`src/rtl/aclink_ctl_pkg.sv`:
```
package aclink_ctl_pkg;
    localparam int REG_W      = 8;
    localparam int MODE_W     = 5;
    localparam int RDYCLR_BIT = 5;

    typedef struct packed {
        logic mic;     // bit 4
        logic warm;    // bit 3
        logic wake;    // bit 2
        logic lowpwr;  // bit 1
        logic enable;  // bit 0
    } mode_t;
endpackage

```
`src/rtl/aclink_mode_bits.sv`:
```
module aclink_mode_bits #(
    parameter int MODE_W = 5
) (
    input  logic              clk,
    input  logic              rst_n,
    input  logic              set_we,
    input  logic [MODE_W-1:0] set_bits,
    input  logic              clr_we,
    input  logic [MODE_W-1:0] clr_bits,
    output logic [MODE_W-1:0] bits_q
);
    typedef struct packed {
        logic [MODE_W-1:0] bits;
    } st_t;

    st_t st_d, st_q;
    logic [MODE_W-1:0] set_m, clr_m;

    assign set_m = set_we ? set_bits : '0;
    assign clr_m = clr_we ? clr_bits : '0;

    always_comb begin
        st_d = st_q;
        for (int i = 0; i < MODE_W; i++) begin
            if (clr_m[i])      st_d.bits[i] = 1'b0;
            else if (set_m[i]) st_d.bits[i] = 1'b1;
        end
    end

    always_ff @(posedge clk or negedge rst_n) begin
        if (!rst_n) st_q <= '0;
        else        st_q <= st_d;
    end

    assign bits_q = st_q.bits;

    for (genvar g = 0; g < MODE_W; g++) begin : g_chk
        // a written 1 with no clear sets the bit
        a_r2_set_takes: assert property (@(posedge clk) disable iff (!rst_n)
            (set_we && set_bits[g] && !(clr_we && clr_bits[g])) |=> bits_q[g]);
        // a clear always leaves the bit 0, even against a set
        a_r4_clear_wins: assert property (@(posedge clk) disable iff (!rst_n)
            (clr_we && clr_bits[g]) |=> !bits_q[g]);
        // zeros on both ports leave the bit unchanged
        a_r3_zero_holds: assert property (@(posedge clk) disable iff (!rst_n)
            (!(set_we && set_bits[g]) && !(clr_we && clr_bits[g])) |=> $stable(bits_q[g]));
    end
endmodule

```
`src/rtl/aclink_ready_flags.sv`:
```
module aclink_ready_flags #(
    parameter int N_CODEC = 2
) (
    input  logic               clk,
    input  logic               rst_n,
    input  logic [N_CODEC-1:0] ready_pulse,
    input  logic               clr_req,
    output logic [N_CODEC-1:0] ready_q
);
    typedef struct packed {
        logic [N_CODEC-1:0] flags;
    } st_t;

    st_t st_d, st_q;

    always_comb begin
        st_d = st_q;
        st_d.flags = st_q.flags | ready_pulse;
        if (clr_req) st_d.flags = '0;
    end

    always_ff @(posedge clk or negedge rst_n) begin
        if (!rst_n) st_q <= '0;
        else        st_q <= st_d;
    end

    assign ready_q = st_q.flags;

    // the clear strobe empties every flag, even against a pulse
    a_r6_clear_overrides: assert property (@(posedge clk) disable iff (!rst_n)
        clr_req |=> (ready_q == '0));

    for (genvar g = 0; g < N_CODEC; g++) begin : g_chk
        a_r6_pulse_sets: assert property (@(posedge clk) disable iff (!rst_n)
            (ready_pulse[g] && !clr_req) |=> ready_q[g]);
        a_r6_flag_sticks: assert property (@(posedge clk) disable iff (!rst_n)
            (ready_q[g] && !clr_req) |=> ready_q[g]);
    end
endmodule

```
`src/rtl/aclink_pin_gate.sv`:
```
module aclink_pin_gate
    import aclink_ctl_pkg::*;
#(
    parameter int N_SDIN = 2
) (
    input  mode_t             mode,
    input  logic              frame_sync,
    input  logic              frame_sdout,
    input  logic [N_SDIN-1:0] sdin,
    output logic              link_sync,
    output logic              link_sdout,
    output logic              link_reset_n,
    output logic              rx_mic_sel,
    output logic              wake_irq
);
    always_comb begin
        if (mode.warm)        link_sync = 1'b1;
        else if (mode.lowpwr) link_sync = 1'b0;
        else                  link_sync = frame_sync;
        link_sdout   = mode.lowpwr ? 1'b0 : frame_sdout;
        link_reset_n = mode.enable;
        rx_mic_sel   = mode.mic;
        wake_irq     = mode.wake && (|sdin);
    end
endmodule

```
`src/rtl/aclink_ctl_reg.sv`:
```
module aclink_ctl_reg
    import aclink_ctl_pkg::*;
#(
    parameter int N_CODEC = 2
) (
    input  logic               clk,
    input  logic               rst_n,
    input  logic               set_we,
    input  logic [REG_W-1:0]   set_wdata,
    input  logic               clr_we,
    input  logic [REG_W-1:0]   clr_wdata,
    output logic [REG_W-1:0]   rd_data,
    input  logic [N_CODEC-1:0] ready_pulse,
    output logic [N_CODEC-1:0] codec_ready,
    input  logic               frame_sync,
    input  logic               frame_sdout,
    input  logic [N_CODEC-1:0] sdin,
    output logic               link_sync,
    output logic               link_sdout,
    output logic               link_reset_n,
    output logic               rx_mic_sel,
    output logic               wake_irq
);
    localparam int PAD_W = REG_W - MODE_W;

    logic [MODE_W-1:0] mode_bits;
    mode_t             mode_q;
    logic              rdy_clr;

    assign rdy_clr = set_we && set_wdata[RDYCLR_BIT];

    aclink_mode_bits #(.MODE_W(MODE_W)) u_mode (
        .clk      (clk),
        .rst_n    (rst_n),
        .set_we   (set_we),
        .set_bits (set_wdata[MODE_W-1:0]),
        .clr_we   (clr_we),
        .clr_bits (clr_wdata[MODE_W-1:0]),
        .bits_q   (mode_bits)
    );

    assign mode_q  = mode_t'(mode_bits);
    assign rd_data = {{PAD_W{1'b0}}, mode_bits};

    aclink_ready_flags #(.N_CODEC(N_CODEC)) u_ready (
        .clk         (clk),
        .rst_n       (rst_n),
        .ready_pulse (ready_pulse),
        .clr_req     (rdy_clr),
        .ready_q     (codec_ready)
    );

    aclink_pin_gate #(.N_SDIN(N_CODEC)) u_gate (
        .mode         (mode_q),
        .frame_sync   (frame_sync),
        .frame_sdout  (frame_sdout),
        .sdin         (sdin),
        .link_sync    (link_sync),
        .link_sdout   (link_sdout),
        .link_reset_n (link_reset_n),
        .rx_mic_sel   (rx_mic_sel),
        .wake_irq     (wake_irq)
    );

    // codec reset follows the stored enable bit
    a_r7_reset_follows: assert property (@(posedge clk) disable iff (!rst_n)
        link_reset_n == mode_q.enable);
    // warm reset holds sync high
    a_r9_warm_sync: assert property (@(posedge clk) disable iff (!rst_n)
        mode_q.warm |-> link_sync);
    // low-power without warm reset ties both pins low
    a_r8_lowpwr_pins: assert property (@(posedge clk) disable iff (!rst_n)
        (mode_q.lowpwr && !mode_q.warm) |-> (!link_sync && !link_sdout));
    // no wake request without the enable
    a_r10_wake_gated: assert property (@(posedge clk) disable iff (!rst_n)
        wake_irq |-> (mode_q.wake && (sdin != '0)));
    // read-back bits above the mode field stay 0, including bit 5
    a_r5_not_stored: assert property (@(posedge clk) disable iff (!rst_n)
        rd_data[REG_W-1:MODE_W] == '0);
endmodule

```
`config.mk`:
```
export PLATFORM = sky130hd
export DESIGN_NAME = aclink_ctl_reg
export DESIGN_NICKNAME = d
export VERILOG_FILES = /design/src/rtl/aclink_ctl_pkg.sv /design/src/rtl/aclink_mode_bits.sv /design/src/rtl/aclink_ready_flags.sv /design/src/rtl/aclink_pin_gate.sv /design/src/rtl/aclink_ctl_reg.sv
export SDC_FILE = /design/constraint.sdc
export NUM_CORES = 1
export LEC_CHECK = 0
export BUFFER_PORTS_ARGS = -buffer_cell sky130_fd_sc_hd__buf_2
export CORE_AREA = 2 2 39 41
export DETAILED_ROUTE_END_ITERATION = 7
export DIE_AREA = 0 0 41 43
export PLACE_DENSITY_LB_ADDON = 0.15
export SLEW_MARGIN = 15
export SYNTH_ARGS = -nofsm -noshare
export SYNTH_HDL_FRONTEND = slang
export SYNTH_SLANG_ARGS = --single-unit
```
`constraint.sdc`:
```
create_clock -name clk -period 0.8 [get_ports clk]
set_input_delay 0.16 -clock clk [delete_from_list [all_inputs] [get_ports clk]]
set_output_delay 0.16 -clock clk [all_outputs]
set_load 0.01 [all_outputs]
```
==> impl_metrics.csv <==
group,metric,value,unit
critical_path,r2r_slack,0.11,ns
die,dieHeight,43,um
synthesis,ys_ff_latch,7,
global_route,grt_pass1_vias,279,
synthesis,yosys_warnings,0,
clock_network,clock_latency,0.24,ns
hold_path,hp-class,"in2reg",
critical_path,cp-start-kind,"flop",
synthesis,synth_area_leader_cell,"dfrtp_1",
timing,final.period_utilization,138,%
cells_and_area,n_fill_cell,151,
routing,drt_iter0_drc,3,
flow_run,drv_cap,0,
routing,drc,0,
timing,hold_violations,0,
timing,layout_min_cycle_time,1.11,ns
global_route,antenna_found_initial,0,
routing,post_drt_wl_per_cell,9.48,um
synthesis,yosys.area_share.simple,4.45,%
timing,drv_slew,0,
run_status,violations,"setup timing",
die,pin_count,41,
synthesis,synthTopCellsByCount,"a21oi_1 (12), dfrtp_1 (7), buf_4 (5)",
placement,port_buffers,32,
timing,layout_setup_ws,-0.306,ns
placement,dp_hpwl,602,um
power_and_ir_drop,vdd_ir_drop_max,0.000973,V
synthesis,ys_types,9,
synthesis,postSynthAreaPerCell,9.97,um^2
global_route,grt_max_degree,8,
synthesis,ys.flop_type,"dfrtp_1",
synthesis,syn-cell-area,309,um^2
power_and_ir_drop,powerDensity,1910,mW/mm^2
cells_and_area,syn_to_final_growth,62.3,%
cells_and_area,diodes,0,
synthesis,synthArstFlopShare,100,%
critical_path,reg2reg_from,"u_mode.bits_q[1]",
clock_network,root_buffer,"clkbuf_4",
synthesis,synth_seq_area_share,56.7,%
critical_path,rr_endpoint,"u_mode.bits_q[1]",
clock_network,postCtsSetupBuffers,0,
critical_path,crit_type,"reg2out",
synthesis,synth.area.top_cells,"dfrtp_1 (57%), a21oi_1 (19%), buf_4 (12%), a21o_1 (2.4%), nor2_1 (2.4%)",
critical_path,worst_ep_arrival_time,0.95,ns
die,core_region_area,0.00138,mm^2
synthesis,synthXorXnorAreaFrac,0,%
synthesis,synth_fa_ha_area_share,0,%
clock_network,clockBufferDepth,2,
placement,placed_cell_area,459,um^2
critical_path,endpoint,"link_sync",
synthesis,synthMuxAreaShare,0,%
timing,fin_setup_tns,-1.90,ns
hold_path,hold_depth,2,
clock_network,cts_made_buffers,3,
cells_and_area,layout-drive-gt1-share,53.8,%
power_and_ir_drop,p_leak,0.280,nW
cells_and_area,final_cell_area,502,um^2
critical_path,crit_start,"u_mode.bits_q[1]",
run_status,run_status,"complete, but fails checks",
global_route,grt_pass1_wl,1.08,mm
synthesis,synth_compound_area_share,24.3,%
placement,gp_congestion,0.555,
cells_and_area,num-nets-final,92,
routing,vias,336,
clock_network,cts_tree,"built",
clock_network,cts_sinks,7,
routing,dr.pass1.iters,2,
critical_path,endpoint_kind,"primary output",
synthesis,yosysMostFrequentCell,"a21oi_1",
timing,skew,0,ns
synthesis,synth_top_area_share,56.7,%
global_route,grt-ovfl-total,0,
timing,rsz0062_at_grt,"true",
clock_network,h-tree-depth,1,
critical_path,crit_required,0.64,ns
routing,drt.antenna.violating_nets,0,
critical_path,cp_max_fo,4,
timing,clock.fmax,0.904,GHz
critical_path,r2r_cells,2,
synthesis,synth_top_family_by_area,"compound AO/OA/AOI/OAI gates",
synthesis,synth_edf_count,0,
die,die_w,41,um
timing,finalSetupViolations,12,
die,dieArea,0.00176,mm^2
die,rows,14,
clock_network,clkTransAtPathRegs,0.05,ns
die,floorplan.initialDensity,22.3,%
synthesis,postSynthCellCount,31,
global_route,grt_usage,9.71,%
routing,wirelength,768,um
routing,viasPerCell,4.15,
## how the worst min path moves through the flow
stage | from | end | slack [ns]
global placement | rst_n | u_mode.bits_q[2] | 0.006
global route | clr_wdata[3] | u_mode.bits_q[3] | 0.08
CTS | clr_wdata[2] | u_mode.bits_q[2] | 0.08
floorplan | rst_n | u_mode.bits_q[0] | -0.14
finish | clr_wdata[2] | u_mode.bits_q[2] | 0.08
detailed placement | rst_n | u_mode.bits_q[2] | 0.0005
## critical path, cell delays in order (launching register included)
cell     delay (ns)
dfrtp_1        0.38
inv_1          0.05
a21o_1         0.16
buf_6          0.11
## layer usage
metal | GRT usage (%) | wire length, um
met1 | 11.8 | 331
met2 | 12.2 | 336
met3 | 3.14 | 91
met4 | 10.0 | 8
met5 | 0 | 0
## final cells by class
cell class / count / area, um^2 / share of cell area, %
Inverter: 1 / 3.75 / 0.748
Timing Repair Buffer: 33 / 176 / 35.2
Multi-Input combinational cell: 20 / 100 / 20.0
Clock buffer: 4 / 26.3 / 5.24
Sequential cell: 7 / 175 / 34.9
Tap cell: 16 / 20.0 / 3.99
## placed cells by master, fill, tap and decap left out, drive strengths merged
cell type	count
dfrtp	7
dlygate4sd3	1
a21o	1
a21oi	12
nor2b	1
nor2	2
buf	32
o21a	1
inv	1
clkbuf	4
conb	3
## logic make-up (layout without fill, tap and decap cells)
kind of cell / Yosys count / in the layout
buf+inv: 6 / 38
other cells: 1 / 3
flops: 7 / 7
simple gates: 3 / 3
compound gates: 14 / 14
## sequential cells by signal, summed over array words and instances, names as in the netlist
register and count:
u_ready.ready_q 2, u_mode.bits_q 5
## power breakdown
part	internal, W	switching [W]
Clock	0.000190	0.000120
Sequential	0.000393	0.0000250
Combinational	0.000117	0.000113
## stage by stage
| step | util [%] | cells | hold slack [ns] | worst slack, ns | total power, W |
|---|---|---|---|---|---|
| after floorplan | - | 33 | -0.136 | 0.0138 | 0.000539 |
| after global placement | 33.2 | 76 | 0.00570 | -0.0382 | 0.000645 |
| after detailed placement | 33.2 | 76 | 0.000526 | -0.0442 | 0.000645 |
| after CTS | 35.8 | 81 | 0.0756 | -0.318 | 0.000971 |
| after global routing | 36.3 | 81 | 0.0777 | -0.362 | 0.00103 |
| final | 36.3 | 81 | 0.0837 | -0.306 | 0.000958 |
## repair_timing
item,CTS,global route
hold buffers,1,0
hold endpoints to repair,7,0
setup endpoints to repair,12,12
resized for setup,0,1
Power figures use the tool's default switching activity.
